[config.mk]
export PLATFORM = sky130hd
export DESIGN_NAME = link_framer
export DESIGN_NICKNAME = d
export VERILOG_FILES = /design/src/rtl/link_framer_pkg.sv /design/src/rtl/lf_beat_ctrl.sv /design/src/rtl/lf_sample_count.sv /design/src/rtl/lf_beat_shifter.sv /design/src/rtl/link_framer.sv
export SDC_FILE = /design/constraint.sdc
export NUM_CORES = 1
export LEC_CHECK = 0
export BUFFER_PORTS_ARGS = -buffer_cell sky130_fd_sc_hd__clkbuf_2
export CAP_MARGIN = 10
export CORE_MARGIN = 2
export CORE_UTILIZATION = 50
export DETAILED_ROUTE_END_ITERATION = 10
export GPL_TIMING_DRIVEN = 1
export PLACE_DENSITY = 0.83
export SYNTH_ARGS = -nofsm -noshare
export SYNTH_HDL_FRONTEND = slang
export SYNTH_SLANG_ARGS = --single-unit
[constraint.sdc]
create_clock -name clk -period 2 [get_ports clk]
set_clock_uncertainty 0.2 [all_clocks]
set_input_delay 0.4 -clock clk [delete_from_list [all_inputs] [get_ports clk]]
set_output_delay 0.4 -clock clk [all_outputs]
set_load 0.02 [all_outputs]
[src/rtl/link_framer_pkg.sv]
package link_framer_pkg;

    typedef enum logic {
        LF_IDLE = 1'b0,
        LF_SEND = 1'b1
    } lf_state_e;

    // Width of the count field left over once the sample words are placed.
    function automatic int lf_count_width(input int frame_w, input int data_w);
        return frame_w - data_w;
    endfunction

endpackage

[src/rtl/lf_beat_ctrl.sv]
module lf_beat_ctrl
    import link_framer_pkg::*;
#(
    parameter int BEATS = 8
) (
    input  logic clk,
    input  logic rst,
    input  logic in_valid,
    output logic load,
    output logic sending,
    output logic first_beat,
    output logic overrun
);
    localparam int BEAT_W = (BEATS > 1) ? $clog2(BEATS) : 1;
    localparam logic [BEAT_W-1:0] LAST_BEAT = BEAT_W'(BEATS - 1);

    lf_state_e         state;
    logic [BEAT_W-1:0] beat;
    logic              last_beat;
    logic              can_accept;

    assign last_beat  = (state == LF_SEND) && (beat == LAST_BEAT);
    assign can_accept = (state == LF_IDLE) || last_beat;
    assign load       = in_valid && can_accept;
    assign sending    = (state == LF_SEND);
    assign first_beat = (state == LF_SEND) && (beat == '0);

    always_ff @(posedge clk) begin
        if (rst) begin
            state   <= LF_IDLE;
            beat    <= '0;
            overrun <= 1'b0;
        end else begin
            if (in_valid && !can_accept)
                overrun <= 1'b1;
            if (load) begin
                state <= LF_SEND;
                beat  <= '0;
            end else if (last_beat) begin
                state <= LF_IDLE;
                beat  <= '0;
            end else if (state == LF_SEND) begin
                beat <= beat + 1'b1;
            end
        end
    end

    // a sample arriving mid-frame raises the flag
    p_drop_flags_r7: assert property (@(posedge clk) disable iff (rst)
        (in_valid && !can_accept) |=> overrun);
    // flag holds until reset
    p_flag_sticky_r7: assert property (@(posedge clk) disable iff (rst)
        overrun |=> overrun);
    // an accepted sample opens a frame on the next beat
    p_load_opens_r3: assert property (@(posedge clk) disable iff (rst)
        load |=> first_beat);
    // frame end without a sample leads to idle
    p_end_idle_r8: assert property (@(posedge clk) disable iff (rst)
        (last_beat && !in_valid) |=> !sending);
endmodule

[src/rtl/lf_sample_count.sv]
module lf_sample_count #(
    parameter int CNT_W = 12
) (
    input  logic             clk,
    input  logic             rst,
    input  logic             load,
    output logic [CNT_W-1:0] count
);
    always_ff @(posedge clk) begin
        if (rst)
            count <= '0;
        else if (load)
            count <= count + 1'b1;
    end

    // one step per accepted sample, wrapping modulo 2**CNT_W
    p_count_step_r5: assert property (@(posedge clk) disable iff (rst)
        load |=> count == CNT_W'($past(count) + 1'b1));
    // no accepted sample, no advance
    p_count_hold_r7: assert property (@(posedge clk) disable iff (rst)
        !load |=> $stable(count));
endmodule

[src/rtl/lf_beat_shifter.sv]
module lf_beat_shifter #(
    parameter int FRAME_W = 40,
    parameter int LINK_W  = 5
) (
    input  logic               clk,
    input  logic               rst,
    input  logic               load,
    input  logic               sending,
    input  logic [FRAME_W-1:0] frame_in,
    output logic [LINK_W-1:0]  beat_data
);
    logic [FRAME_W-1:0] sreg;

    always_ff @(posedge clk) begin
        if (rst)
            sreg <= '0;
        else if (load)
            sreg <= frame_in;
        else if (sending)
            sreg <= sreg << LINK_W;
    end

    assign beat_data = sreg[FRAME_W-1 -: LINK_W];

    // first beat is the top slice of the loaded frame
    p_load_top_r4: assert property (@(posedge clk) disable iff (rst)
        load |=> beat_data == $past(frame_in[FRAME_W-1 -: LINK_W]));
    // each later beat is the next lower slice
    p_next_slice_r4: assert property (@(posedge clk) disable iff (rst)
        (sending && !load) |=> beat_data == $past(sreg[FRAME_W-1-LINK_W -: LINK_W]));
endmodule

[src/rtl/link_framer.sv]
module link_framer
    import link_framer_pkg::*;
#(
    parameter int SAMPLE_W = 7,
    parameter int LINK_W   = 5,
    parameter int BEATS    = 8
) (
    input  logic                clk,
    input  logic                rst,
    input  logic                in_valid,
    input  logic [SAMPLE_W-1:0] a_i,
    input  logic [SAMPLE_W-1:0] a_q,
    input  logic [SAMPLE_W-1:0] b_i,
    input  logic [SAMPLE_W-1:0] b_q,
    output logic [LINK_W-1:0]   link_data,
    output logic                link_sof,
    output logic                overrun
);
    localparam int WORDS   = 4;
    localparam int DATA_W  = WORDS * SAMPLE_W;
    localparam int FRAME_W = BEATS * LINK_W;
    localparam int CNT_W   = lf_count_width(FRAME_W, DATA_W);

    logic                load;
    logic                sending;
    logic                first_beat;
    logic [CNT_W-1:0]    count;
    logic [FRAME_W-1:0]  frame_word;
    logic [LINK_W-1:0]   beat_data;
    logic [SAMPLE_W-1:0] words [WORDS];

    assign words[0] = a_i;
    assign words[1] = a_q;
    assign words[2] = b_i;
    assign words[3] = b_q;

    // Sample words fill the frame from the top, the count sits below them.
    for (genvar w = 0; w < WORDS; w++) begin : g_place
        assign frame_word[FRAME_W-1-w*SAMPLE_W -: SAMPLE_W] = words[w];
    end
    assign frame_word[CNT_W-1:0] = count;

    lf_beat_ctrl #(.BEATS(BEATS)) u_ctrl (
        .clk        (clk),
        .rst        (rst),
        .in_valid   (in_valid),
        .load       (load),
        .sending    (sending),
        .first_beat (first_beat),
        .overrun    (overrun)
    );

    lf_sample_count #(.CNT_W(CNT_W)) u_count (
        .clk   (clk),
        .rst   (rst),
        .load  (load),
        .count (count)
    );

    lf_beat_shifter #(.FRAME_W(FRAME_W), .LINK_W(LINK_W)) u_shift (
        .clk       (clk),
        .rst       (rst),
        .load      (load),
        .sending   (sending),
        .frame_in  (frame_word),
        .beat_data (beat_data)
    );

    assign link_data = sending ? beat_data : '0;
    assign link_sof  = first_beat;

    // a marker is only ever preceded by a presented sample
    p_sof_after_valid_r3: assert property (@(posedge clk) disable iff (rst)
        link_sof |-> $past(in_valid));
    // marker never on two adjacent beats
    p_sof_single_r3: assert property (@(posedge clk) disable iff (rst)
        link_sof |=> !link_sof);
endmodule

==> out/summary.md, run 1 <==
The share of the synthesized area in the top cell type is 0.4608, and the vias per cell is 5.312. Counting every sink on the clock net gives 57. The netlist uses 28 different library cells. The first global-routing pass estimated 8411 um of wire. The net count after synthesis is 344. By area the synthesized netlist is led by sky130_fd_sc_hd__dfxtp_1 (46%), sky130_fd_sc_hd__a311oi_1 (12%), sky130_fd_sc_hd__nand2_1 (12%), sky130_fd_sc_hd__nor2_1 (8.2%), sky130_fd_sc_hd__clkbuf_1 (2.1%).

The cts-stage hold buffer count was 0. TritonCTS built the clock tree. The logs give 0.5208 for the effective utilization at floorplan and 38 for the count of pins on the block boundary.

The logs give 0 for the antenna diode instance count and 103.1 ps for the final hold slack. At the later pin of the worst-skew pair, clock insertion delay measures 340 ps. The synthesized netlist occupies a cell area of 2476 um^2. STA classifies the critical path endpoint as a primary output. Dividing total power by cell area gives a power density of 864.4 nW/um^2.

The initial antenna violation count came out at 0. At the worst endpoint, the required time is 1400 ps. The HPWL after detailed placement is 3254 um. The share of the clock period used by the worst path is 0.9527, and the aggregate global routing overflow is 0. The maximum buffer depth of the clock tree is 2, and the number of standard-cell rows in the floorplan is 25. The core region is 4755 um^2. The analysis attributes to cell leakage a power of 1.178 nW.

The die is 74.37 um wide. The CTS clock-pin slew for the worst setup and hold paths works out to 70 ps. The most common cell after layout, fill and taps aside was sky130_fd_sc_hd__nand2_1. Based on the critical path, the design can be clocked at up to 0.5248 GHz. For the via count of the routed design, the log shows 2199.

Number of nets with antenna violations after detailed routing: 0. The final hold violation count was 0; the die span in y was 74.37 um. The via count of the first global-routing pass came out at 1920. The measured slew at the worst slew-check pin came out at 492.3 ps.

The run gives 0 as the number of remaining DRC errors. The flow ran to the end, and the final reports show no timing, DRC or antenna violations. The logs give 2.594 mW for the overall power consumption and 5099 um for the total detailed-routing wirelength. Buffers placed on the I/O ports in this run total 37. The number of nets in the layout was 377; the total of flip-flops plus latches after synthesis was 57. The smallest clock period supported by the final layout is computed as 1905 ps. The fraction of final layout cells with drive strength greater than 1 came out at 0.2104.

The top cell types in the final layout, fill and taps aside, are sky130_fd_sc_hd__nand2_1 (76), sky130_fd_sc_hd__dfxtp_1 (57), sky130_fd_sc_hd__nor2_1 (54), sky130_fd_sc_hd__clkbuf_2 (37), sky130_fd_sc_hd__a311oi_1 (31). The critical setup path kind was register to primary output. For the worst setup path, the data arrival time is 1310 ps. Setup repair after global routing left no endpoint under its margin.

Cell count after synthesis: 309. After the first detailed-routing iteration, the DRC count stood at 151. For the length of the first detailed-routing pass in iterations, the log shows 4. Entering global routing, the biggest net connects 71 pins.

The worst setup path is launched from a register. The worst hold path belongs to the class input pin to register. The number of clock buffers inserted by TritonCTS is 9. Of all cell types, the one taking the most synthesized area is sky130_fd_sc_hd__dfxtp_1. The tool flagged a number of max-cap violations equal to 0.

The post-detailed-route wirelength per cell works out to 12.32 um. The level count of the clock H-tree is 3. In this run, placement finished with an instance count of 397. The total negative slack was 0 ps; the layout-stage area growth over the synthesis result was 21.17%. The die covers 5531 um^2. Max-slew violation count: 0. The count of endpoints failing setup in the final report is 0, and the average instance area after synthesis is 8.013 um^2. Buffer cell driving the clock tree root: sky130_fd_sc_hd__clkbuf_8. The worst-case IR drop observed on VDD is 0.5376 mV. Overall routing resource usage: 0.1992. The final non-filler cell total is 414. The largest fanout on the critical path is 3, and the number of filler instances in the final layout is 420. At the end of routability-driven placement, the weighted congestion stood at 0.7910. The max-slew headroom at the worst pin came out at 0.6706. The total number of yosys warnings was 0. The run gives 0.4608 as the sequential area share after synthesis.
-- metal layers --
metal	wire length [um]	global-route usage	part of all wire
met3	235	0.04065	0.046
met4	96	0.1190	0.019
met1	2426	0.2623	0.48
met2	2341	0.3019	0.46
met5	0	0	0
-- sequential cells by signal (all words and copies together) (netlist names) --
register / flops
u_ctrl.sending: 1
u_ctrl.beat: 3
u_ctrl.overrun: 1
u_count.count: 12
u_shift.sreg: 40
-- path summary, 6_finish.rpt --
path / start / endpoint / slack [ps] / cells after the start
max reg2reg: u_ctrl.beat[1]$_SDFFE_PP0P_ / u_count.count[11]$_SDFFE_PP0P_ / 100 / 7
min reg2reg: u_shift.sreg[17]$_SDFFE_PP0P_ / u_shift.sreg[22]$_SDFFE_PP0P_ / 270 / 2
min: b_i[3] / u_shift.sreg[22]$_SDFFE_PP0P_ / 100 / 3
max: u_ctrl.beat[0]$_SDFFE_PP0P_ / link_sof / 90 / 5
-- through the flow --
stage / cell area, um^2 / utilization / worst slack [ps]
CTS: 2955 / 0.6216 / 27.87
finish: 3000 / 0.6311 / 94.66
global placement: 2753 / 0.5789 / 114.9
floorplan: 2476 / - / 107.8
detailed placement: 2753 / 0.5789 / 51.48
global route: 3000 / 0.6311 / 1.964
-- worst max-delay path, stage by stage (launching register included) --
cell and delay (ps):
sky130_fd_sc_hd__dfxtp_1 330, sky130_fd_sc_hd__buf_4 120, sky130_fd_sc_hd__inv_1 40, sky130_fd_sc_hd__ha_1 170, sky130_fd_sc_hd__and3_1 170, sky130_fd_sc_hd__clkbuf_2 150
-- power by group --
group          total [mW]  internal (mW)  switching, mW
clock network        1.06          0.604          0.453
logic               0.300          0.126          0.173
registers            1.24           1.20         0.0353
total                2.59           1.93          0.661
-- logic make-up (layout without fill, tap and decap cells) --
kind of cell    Yosys count  count (layout)  synth area share
compound gates           55              55            0.1743
buf+inv                  30              68           0.05205
xor+xnor                  6               6           0.02122
simple gates            157             157            0.2714
fa+ha+maj                 4               4           0.02021
flops                    57              57            0.4608
-- timing repair --
| item | 4_1_cts | 5_1_grt |
|---|---|---|
| setup endpoints to repair | 1 | 28 |
| gates resized for setup | 1 | 7 |
| setup buffers | 0 | 1 |
-- cell usage after synthesis (all sizes together) --
cell type and instances:
nand2 77, dfxtp 57, nor2 54, a311oi 35, clkbuf 14, buf 11, a21oi 8, and2 7
a22oi 5, inv 5, nand3 5, xor2 5, ha 4, o21ai 4, or3 4, nand4 3
and3 2, and4 2, o32a 2, nand2b 1, o31ai 1, or2 1, or4 1, xnor2 1
-- final cells by class --
cell class / instances / area [um^2] / share of cell area
clock inverters: 5 / 55.05 / 0.01835
inverters: 5 / 18.77 / 0.006255
multi-input cells: 222 / 1246 / 0.4153
clock buffers: 11 / 141.4 / 0.04712
flip-flops and latches: 57 / 1141 / 0.3803
well taps: 67 / 83.83 / 0.02794
repair buffers: 47 / 314.1 / 0.1047
(Power assumes the default switching activity.)
==> inputs of run 2 (changes only) <==
ABC_AREA = 1   (was default)
CORE_ASPECT_RATIO = 0.7   (was default)
CORE_UTILIZATION = 51   (was 50)
PLACE_DENSITY = 0.84   (was 0.83)
==> run 2 against run 1 <==
Global-route usage rose by 1.2 points. Maximum frequency fell by 0.18%. Sequential share of layout area fell by 2.8 points. Hold slack improved by 33 ps. Critical endpoint is now u_count.count[6]$_SDFFE_PP0P_. Largest cell class unchanged.
==> out/summary.md, run 2 <==
The tightest min-delay check is of the input pin to register type. After floorplanning, the core was divided into 22 placement rows. The cell count after synthesis came out at 446. The library cell occupying the most area in the post-synthesis netlist is sky130_fd_sc_hd__dfxtp_1.

By area the synthesized netlist is led by sky130_fd_sc_hd__dfxtp_1 (40%), sky130_fd_sc_hd__nand2_1 (18%), sky130_fd_sc_hd__nor2_1 (12%), sky130_fd_sc_hd__inv_1 (8.0%), sky130_fd_sc_hd__nand3_1 (6.9%). Dividing total power by cell area gives a power density of 768.3 nW/um^2. The total core area is 5285 um^2. For the effective utilization at floorplan, the log shows 0.5334. The average instance area after synthesis was 6.321 um^2.

The logs give 1.748 nW for the leakage component of the power and 0.2624 for the met1 usage in global routing. The critical path is of the register to register type. At the pin with the least slew margin, the transition time is 447.2 ps. The multi-input combinational cells in the finished layout cover a total of 1350 um^2. The tools report the maximum buffer depth of the clock tree as 2. The number of maximum-capacitance violations came out at 0. In this design, the stage delay of the slowest critical-path cell is 330 ps. Cell with the largest stage delay on the worst path: sky130_fd_sc_hd__dfxtp_2.

During synthesis, Yosys emitted a total of 0 warnings. Of all nets on the critical path, the largest fanout is 20. After synthesis, the most frequently instantiated cells are sky130_fd_sc_hd__nand2_1 (133), sky130_fd_sc_hd__nor2_1 (87), sky130_fd_sc_hd__inv_1 (60). By instance count, the cell type seen most on the critical path is sky130_fd_sc_hd__ha_1.

The proportion of register bits with asynchronous set or reset after synthesis is 0, and the number of cells in the design after placement is 541. The synthesized design contains 0 enable-type register cells. Dividing the detail-routed wire length by the instance count gives 10.68 um. Entering global routing, the biggest net connects 66 pins. 0 antenna diodes ended up in the layout.

Number of remaining DRC errors: 0. The routed design could run at a clock period as short as 1909 ps. During I/O placement, the number of pins put on the boundary was 38.

The vias per cell is 4.774, and the flip-flop count of the largest register after layout is 40. In the final timing run, aggregate negative setup slack is 0 ps. Synthesis instantiated 21 different standard cells from the library. The die span in y is 66.20 um, and the met2 global-route usage is 0.3478.

The finished layout holds 557 standard cells, fillers aside. Clock-pin slew was measured on the worst setup and hold paths at 60 ps. The flow ran to the end, and the final reports show no timing, DRC or antenna violations. The count of endpoints failing setup in the final report was 0.

The total die area is 6147 um^2, and the via count of the first global-routing pass is 2416. Sequential cell area: 1144 um^2. The met3 demand-to-capacity share in global routing is 0.08324, and the cts-stage hold buffer count is 0.

The highest clock rate came out at 0.5239 GHz. The buffer cell driving the clock tree root was sky130_fd_sc_hd__clkbuf_8. For the half-perimeter wire length after placement, the log shows 4054 um. The sequential area share after synthesis was 0.4048. The tools report the peak ir drop on the vdd network as 0.4659 mV.

The critical path contains buffers and inverters numbering 3 combined. The fraction of final layout cells with drive strength greater than 1 works out to 0.1381. Routability-driven placement finished with a final weighted congestion of 0.8178.

Net count after synthesis: 481. The final hold violation count came out at 0. The total detailed-routing wirelength is 5946 um. Share of the clock period used by the worst path: 0.9544. The run gives 4 as the length of the first detailed-routing pass in iterations.

The most used standard cell by instance count after synthesis was sky130_fd_sc_hd__nand2_1. For the number of clock buffers inserted by TritonCTS, the log shows 9. The first global-routing pass estimated 10220 um of wire. The x dimension of the die was 92.86 um; the number of sinks on the clock net was 57. The number of filler instances in the final layout came out at 501.

The share of the synthesized area in the top cell type is 0.4048. The category of cells accounting for the largest share of critical-path delay is buffers and inverters. STA classifies the critical path startpoint as a register. The run gives 2659 as the via count of the routed design. The count of buffers added on input and output ports is 37. The top cell types in the final layout, fill and taps aside, are sky130_fd_sc_hd__nand2_1 (133), sky130_fd_sc_hd__nor2_1 (87), sky130_fd_sc_hd__inv_1 (59), sky130_fd_sc_hd__dfxtp_1 (55), sky130_fd_sc_hd__nand3_1 (39). Data on the critical path arrives at its endpoint at 1950 ps.

u_shift.sreg holds more flip-flops than any other register. STA classifies the critical path endpoint as a register. The DRC marker count from the first detailed-route iteration was 131. At the later pin of the worst-skew pair, clock insertion delay measures 340 ps. For the overall routing resource usage, the log shows 0.2115. TritonCTS built the clock tree. The signal on the critical path passes through ha_1 -> ha_1 -> inv_1 -> nand2_4 -> nand2_8 -> buf_12 -> nor2_4 -> buf_4 -> a21oi_1 -> nor2_1. Data on the critical path is required at its endpoint by 2040 ps. The logs give 0 for the max-slew violation count and 516 for the number of nets in the layout.

Leaving out fill and tap cells, the most frequent cell in the layout is sky130_fd_sc_hd__nand2_1. The run gives 0 as the initial antenna violation count. The synthesized area was 2819 um^2; the layout-stage area growth over the synthesis result was 15.22%. The logs give 0.7019 for the max-slew headroom at the worst pin and 0 for the aggregate global routing overflow.

In the final layout, the registers with the most flip-flops are u_shift.sreg (40), u_count.count (12), u_ctrl.beat (3). The clock tree synthesis step divided the H-tree into 3 levels. The tools report the number of nets with antenna violations after detailed routing as 0. Busiest metal layer after global routing: met2. The predominant post-synthesis flop cell is sky130_fd_sc_hd__dfxtp_1. In this run, synthesis produced a sequential element count of 57.
-- run 2: cell count changes after synthesis, moves of 4 or more --
cell,previous run,this run
sky130_fd_sc_hd__a22oi_1,5,0
sky130_fd_sc_hd__o21ai_0,4,15
sky130_fd_sc_hd__xor2_1,5,0
sky130_fd_sc_hd__a311oi_1,35,0
sky130_fd_sc_hd__nand2_1,76,133
sky130_fd_sc_hd__a21oi_1,8,16
sky130_fd_sc_hd__nor2_1,54,87
sky130_fd_sc_hd__and2_1,7,0
sky130_fd_sc_hd__or3_1,4,0
sky130_fd_sc_hd__nand3_1,4,39
sky130_fd_sc_hd__inv_1,5,60
sky130_fd_sc_hd__clkbuf_1,14,7
-- run 2: worst paths after layout --
check	end	startpoint	cells after the start	slack (ps)
setup / recovery	u_count.count[6]$_SDFFE_PP0P_	u_ctrl.beat[0]$_SDFFE_PP0P_	10	90
hold / removal	u_shift.sreg[31]$_SDFFE_PP0P_	a_q[5]	5	140
setup reg to reg	u_count.count[6]$_SDFFE_PP0P_	u_ctrl.beat[0]$_SDFFE_PP0P_	10	90
hold reg to reg	u_shift.sreg[4]$_SDFFE_PP0P_	u_shift.sreg[4]$_SDFFE_PP0P_	2	270
-- run 2: cells by family (layout without fill, tap and decap cells) --
family | after synthesis | count (layout) | synth area share
flops | 57 | 57 | 0.4048
simple gates | 268 | 268 | 0.3875
compound gates | 35 | 35 | 0.06880
buf+inv | 82 | 121 | 0.1212
fa+ha+maj | 4 | 4 | 0.01775
-- run 2: routing by layer --
layer | up-vias | wire length [um]
met1 | 1172 | 2901
met4 | 0 | 102
li1 | 1418 | -
met5 | - | 0
met2 | 56 | 2591
met3 | 13 | 351
-- run 2: what timing repair did --
item | CTS | global route
setup buffers | 0 | 1
endpoints found under the setup margin | 0 | 10
endpoints found under the hold margin | 0 | 0
resized for setup | 0 | 6
-- run 2: report_power, final --
group          internal [mW]  switching (mW)  total [mW]  leakage, nW
Combinational          0.140           0.213       0.353         1.19
Sequential              1.20          0.0414        1.24        0.468
Clock                  0.466           0.431       0.897       0.0887
-- run 2: tightest hold or removal path: cells and delay by family --
family	cells	cell delay (ps)
buffers and inverters	2	110
and+or+nand+nor	3	130
-- run 2: area by class of cell --
type / instances / area share
Sequential cell: 57 / 0.3521
Clock inverter: 4 / 0.006163
Inverter: 60 / 0.06934
Clock buffer: 11 / 0.04353
Tap cell: 72 / 0.02773
Timing Repair Buffer: 46 / 0.08552
Multi-Input combinational cell: 307 / 0.4156
-- run 2: stage by stage --
step / hold slack (ps) / total power [mW] / worst slack [ps] / utilization / cell area (um^2)
6_report: 135.8 / 2.495 / 91.22 / 0.6146 / 3248
2_1_floorplan: 243.5 / 1.518 / 308.0 / - / 2819
3_5_place_dp: 261.3 / 1.615 / 57.87 / 0.5795 / 3063
3_3_place_gp: 249.7 / 1.604 / 184.8 / 0.5795 / 3063
4_1_cts: 121.1 / 2.523 / 5.418 / 0.6101 / 3224
5_1_grt: 140.1 / 2.625 / -0.8933 / 0.6146 / 3248
==> inputs of run 3 (changes only) <==
CORE_UTILIZATION = 57   (was 51)
PLACE_DENSITY = 0.88   (was 0.84)
clock period = 1.8 ns   (was 2 ns; I/O delays follow)
==> run 3 against run 2 <==
Cell count grew 0.54%. First-iteration DRC count increased by 48%. Non-clock buffer count increased by 3. Critical path depth is the same. Global-route usage grew 2.1 points. Sequential power up 11%. Power rose by 23%. Critical path type unchanged.
==> out/summary.md, run 3 (synthesized netlist as in run 2, its figures left out) <==
The flow ran to the end, and the final reports show no timing, DRC or antenna violations. The via count of the first global-routing pass was 2423. The tools report the final hold violation count as 0.

The top cell types in the final layout, fill and taps aside, are sky130_fd_sc_hd__nand2_1 (133), sky130_fd_sc_hd__nor2_1 (87), sky130_fd_sc_hd__inv_1 (59), sky130_fd_sc_hd__dfxtp_1 (54), sky130_fd_sc_hd__nand3_1 (37). Counting cells, the worst reg-to-reg path comes to 10. The measured slew at the worst slew-check pin works out to 417.6 ps. The met1 usage in global routing is 0.3038, and the maximum buffer depth of the clock tree is 2.

After detailed routing, the total wire length is 6136 um. In this run the most used layer during global routing was met2. Measured along the y axis, the die boundary spans 62.84 um.

Vias per cell: 4.841. In this run the register-to-register setup slack is 50 ps. The final period demand of the worst path came out at 1753 ps. The run gives 3972 um as the half-perimeter wire length after placement.

The tools report the max-slew violation count as 0. Once routing completed, OpenROAD measured the worst setup slack at 47.32 ps. The tools report the length of the first detailed-routing pass in iterations as 4. The setup path with the least slack is of type register to register.

The leakage component of the power was 1.814 nW; the met3 demand-to-capacity share in global routing was 0.08587. The tools report the kind of end point of the critical path as a register. For this design the top-level I/O count stands at 38.

After floorplanning, the core was divided into 21 placement rows. The number of cells on the worst hold path works out to 5. The arrival time at the worst endpoint was 1780 ps. Buffers inserted during clock tree synthesis total 9. Derived from the worst setup path, the maximum achievable clock frequency is 0.5706 GHz. Along the worst path, the maximum fanout reaches 18.

Max-slew headroom at the worst pin: 0.7213. The total of buffers placed on input and output ports was 37. The tools report the number of nets with antenna violations after detailed routing as 0. Buffer cell driving the clock tree root: sky130_fd_sc_hd__clkbuf_8. The largest register by flop count was u_shift.sreg. Final hold analysis gives a worst-case slack of 116.9 ps. The post-detailed-route wirelength per cell works out to 10.96 um. Leaving out fill and tap cells, the most frequent cell in the layout is sky130_fd_sc_hd__nand2_1. The path class of the tightest hold or removal check is input pin to register. The fraction of final layout cells with drive strength greater than 1 was 0.1568; the clock insertion delay at the later pin of the skew report was 330 ps. The tools report the DRC marker count from the first detailed-route iteration as 194. The layout-stage area growth over the synthesis result came out at 20.73%. For the number of maximum-capacitance violations, the log shows 0. The x dimension of the die is 88.06 um, and the placer's final routability congestion estimate is 0.8366. The logs give 0.3665 for the met2 global-route usage and 3 for the level count of the clock H-tree. The largest net degree at the start of global routing is 50, and the pre-CTS worst setup slack is -4.535 ps.

The number of setup buffers added after CTS is 0. The run gives 0.5895 as the effective utilization at floorplan. For hold timing, the worst endpoint is u_shift.sreg[22]$_SDFFE_PP0P_.

The share of the clock period used by the worst path is 0.9737. IR analysis of the VDD net gives a maximum drop of 0.6688 mV. The number of nets in the layout is 522, and the flip-flop count of the largest register after layout is 40. After floorplanning, the core was sized to cover 4782 um^2. The run gives 0 as the initial antenna violation count.

The power density relative to cell area is 899.3 nW/um^2, and the data required time at the worst endpoint is 1830 ps. Clock-pin slew was measured on the worst setup and hold paths at 70 ps. The overall routing resource usage came out at 0.2329. The worst hold path begins at b_i[3]. TritonCTS built the clock tree. The logs give 2711 for the via count of the routed design and 0 for the number of remaining DRC errors. Setup repair after global routing could not meet its margin everywhere. After global routing the overflow that remains totals 0.

The first global-routing pass estimated 10120 um of wire. The largest registers in the layout are u_shift.sreg (40), u_count.count (12), u_ctrl.beat (3). The tools report the count of endpoints failing setup in the final report as 0.

The worst register-to-register path begins at u_ctrl.beat[0]$_SDFFE_PP0P_. The floorplan step defined a die boundary enclosing 5533 um^2. The number of antenna diodes in the final layout is 0. Kind of launch point of the worst setup path: a register. In this run the critical register-to-register path is captured at u_shift.sreg[21]$_SDFFE_PP0P_.

The run gives 57 as the number of sinks on the clock net.
==> run 3: worst max path at each step <==
stage,from,to,slack [ps]
4_1_cts,u_ctrl.beat[0]$_SDFFE_PP0P_,u_count.count[11]$_SDFFE_PP0P_,10
5_1_grt,u_ctrl.beat[0]$_SDFFE_PP0P_,u_count.count[8]$_SDFFE_PP0P_,-8
6_report,u_ctrl.beat[0]$_SDFFE_PP0P_,u_shift.sreg[21]$_SDFFE_PP0P_,50
3_3_place_gp,u_ctrl.beat[0]$_SDFFE_PP0P_,u_shift.sreg[19]$_SDFFE_PP0P_,70
2_1_floorplan,u_ctrl.beat[0]$_SDFFE_PP0P_,u_shift.sreg[9]$_SDFFE_PP0P_,110
3_5_place_dp,u_ctrl.beat[0]$_SDFFE_PP0P_,u_count.count[11]$_SDFFE_PP0P_,-5
==> run 3: area by class of cell <==
cell class	instances	area, um^2
Multi-Input combinational cell	310	1389
Fill cell	425	1379
Sequential cell	57	1145
Timing Repair Buffer	49	344.1
Inverter	60	225.2
Clock buffer	13	178.9
Tap cell	69	86.33
Clock inverter	2	35.03
==> run 3: routing by layer <==
layer	vias up	wire (um)
met3	7	464
met4	0	57
met2	108	2753
met1	1155	2861
met5	-	0
li1	1441	-
==> run 3: power by group <==
part	total (mW)	switching, mW	internal, mW
registers	1.38	0.0413	1.34
clock network	1.25	0.474	0.780
logic	0.428	0.252	0.176
total	3.06	0.768	2.29
==> run 3: worst max-delay path, stage by stage (launching register included) <==
cell	delay (ps)
sky130_fd_sc_hd__dfxtp_2	330
sky130_fd_sc_hd__ha_1	200
sky130_fd_sc_hd__ha_1	170
sky130_fd_sc_hd__inv_1	110
sky130_fd_sc_hd__buf_4	140
sky130_fd_sc_hd__a21oi_4	60
sky130_fd_sc_hd__buf_12	150
sky130_fd_sc_hd__nand2_1	80
sky130_fd_sc_hd__nand3_1	80
sky130_fd_sc_hd__nand2_1	90
sky130_fd_sc_hd__inv_1	40
==> run 3: stage by stage <==
step / power [mW] / cells / utilization / area [um^2] / setup TNS [ps]
final: 3.061 / 560 / 0.7117 / 3403 / 0
after floorplan: 1.687 / 446 / - / 2819 / 0
after global routing: 3.227 / 560 / 0.7117 / 3403 / -20.42
after detailed placement: 1.811 / 542 / 0.6538 / 3127 / -4.535
after global placement: 1.797 / 542 / 0.6538 / 3127 / 0
after CTS: 3.080 / 557 / 0.7012 / 3353 / 0
==> run 3: repair_timing <==
item / 4_1_cts / 5_1_grt
gates cloned: 0 / 3
resized for setup: 2 / 8
hold endpoints to repair: 0 / 0
hold buffers: 0 / 0
setup endpoints to repair: 5 / 19
pin swaps: 0 / 4
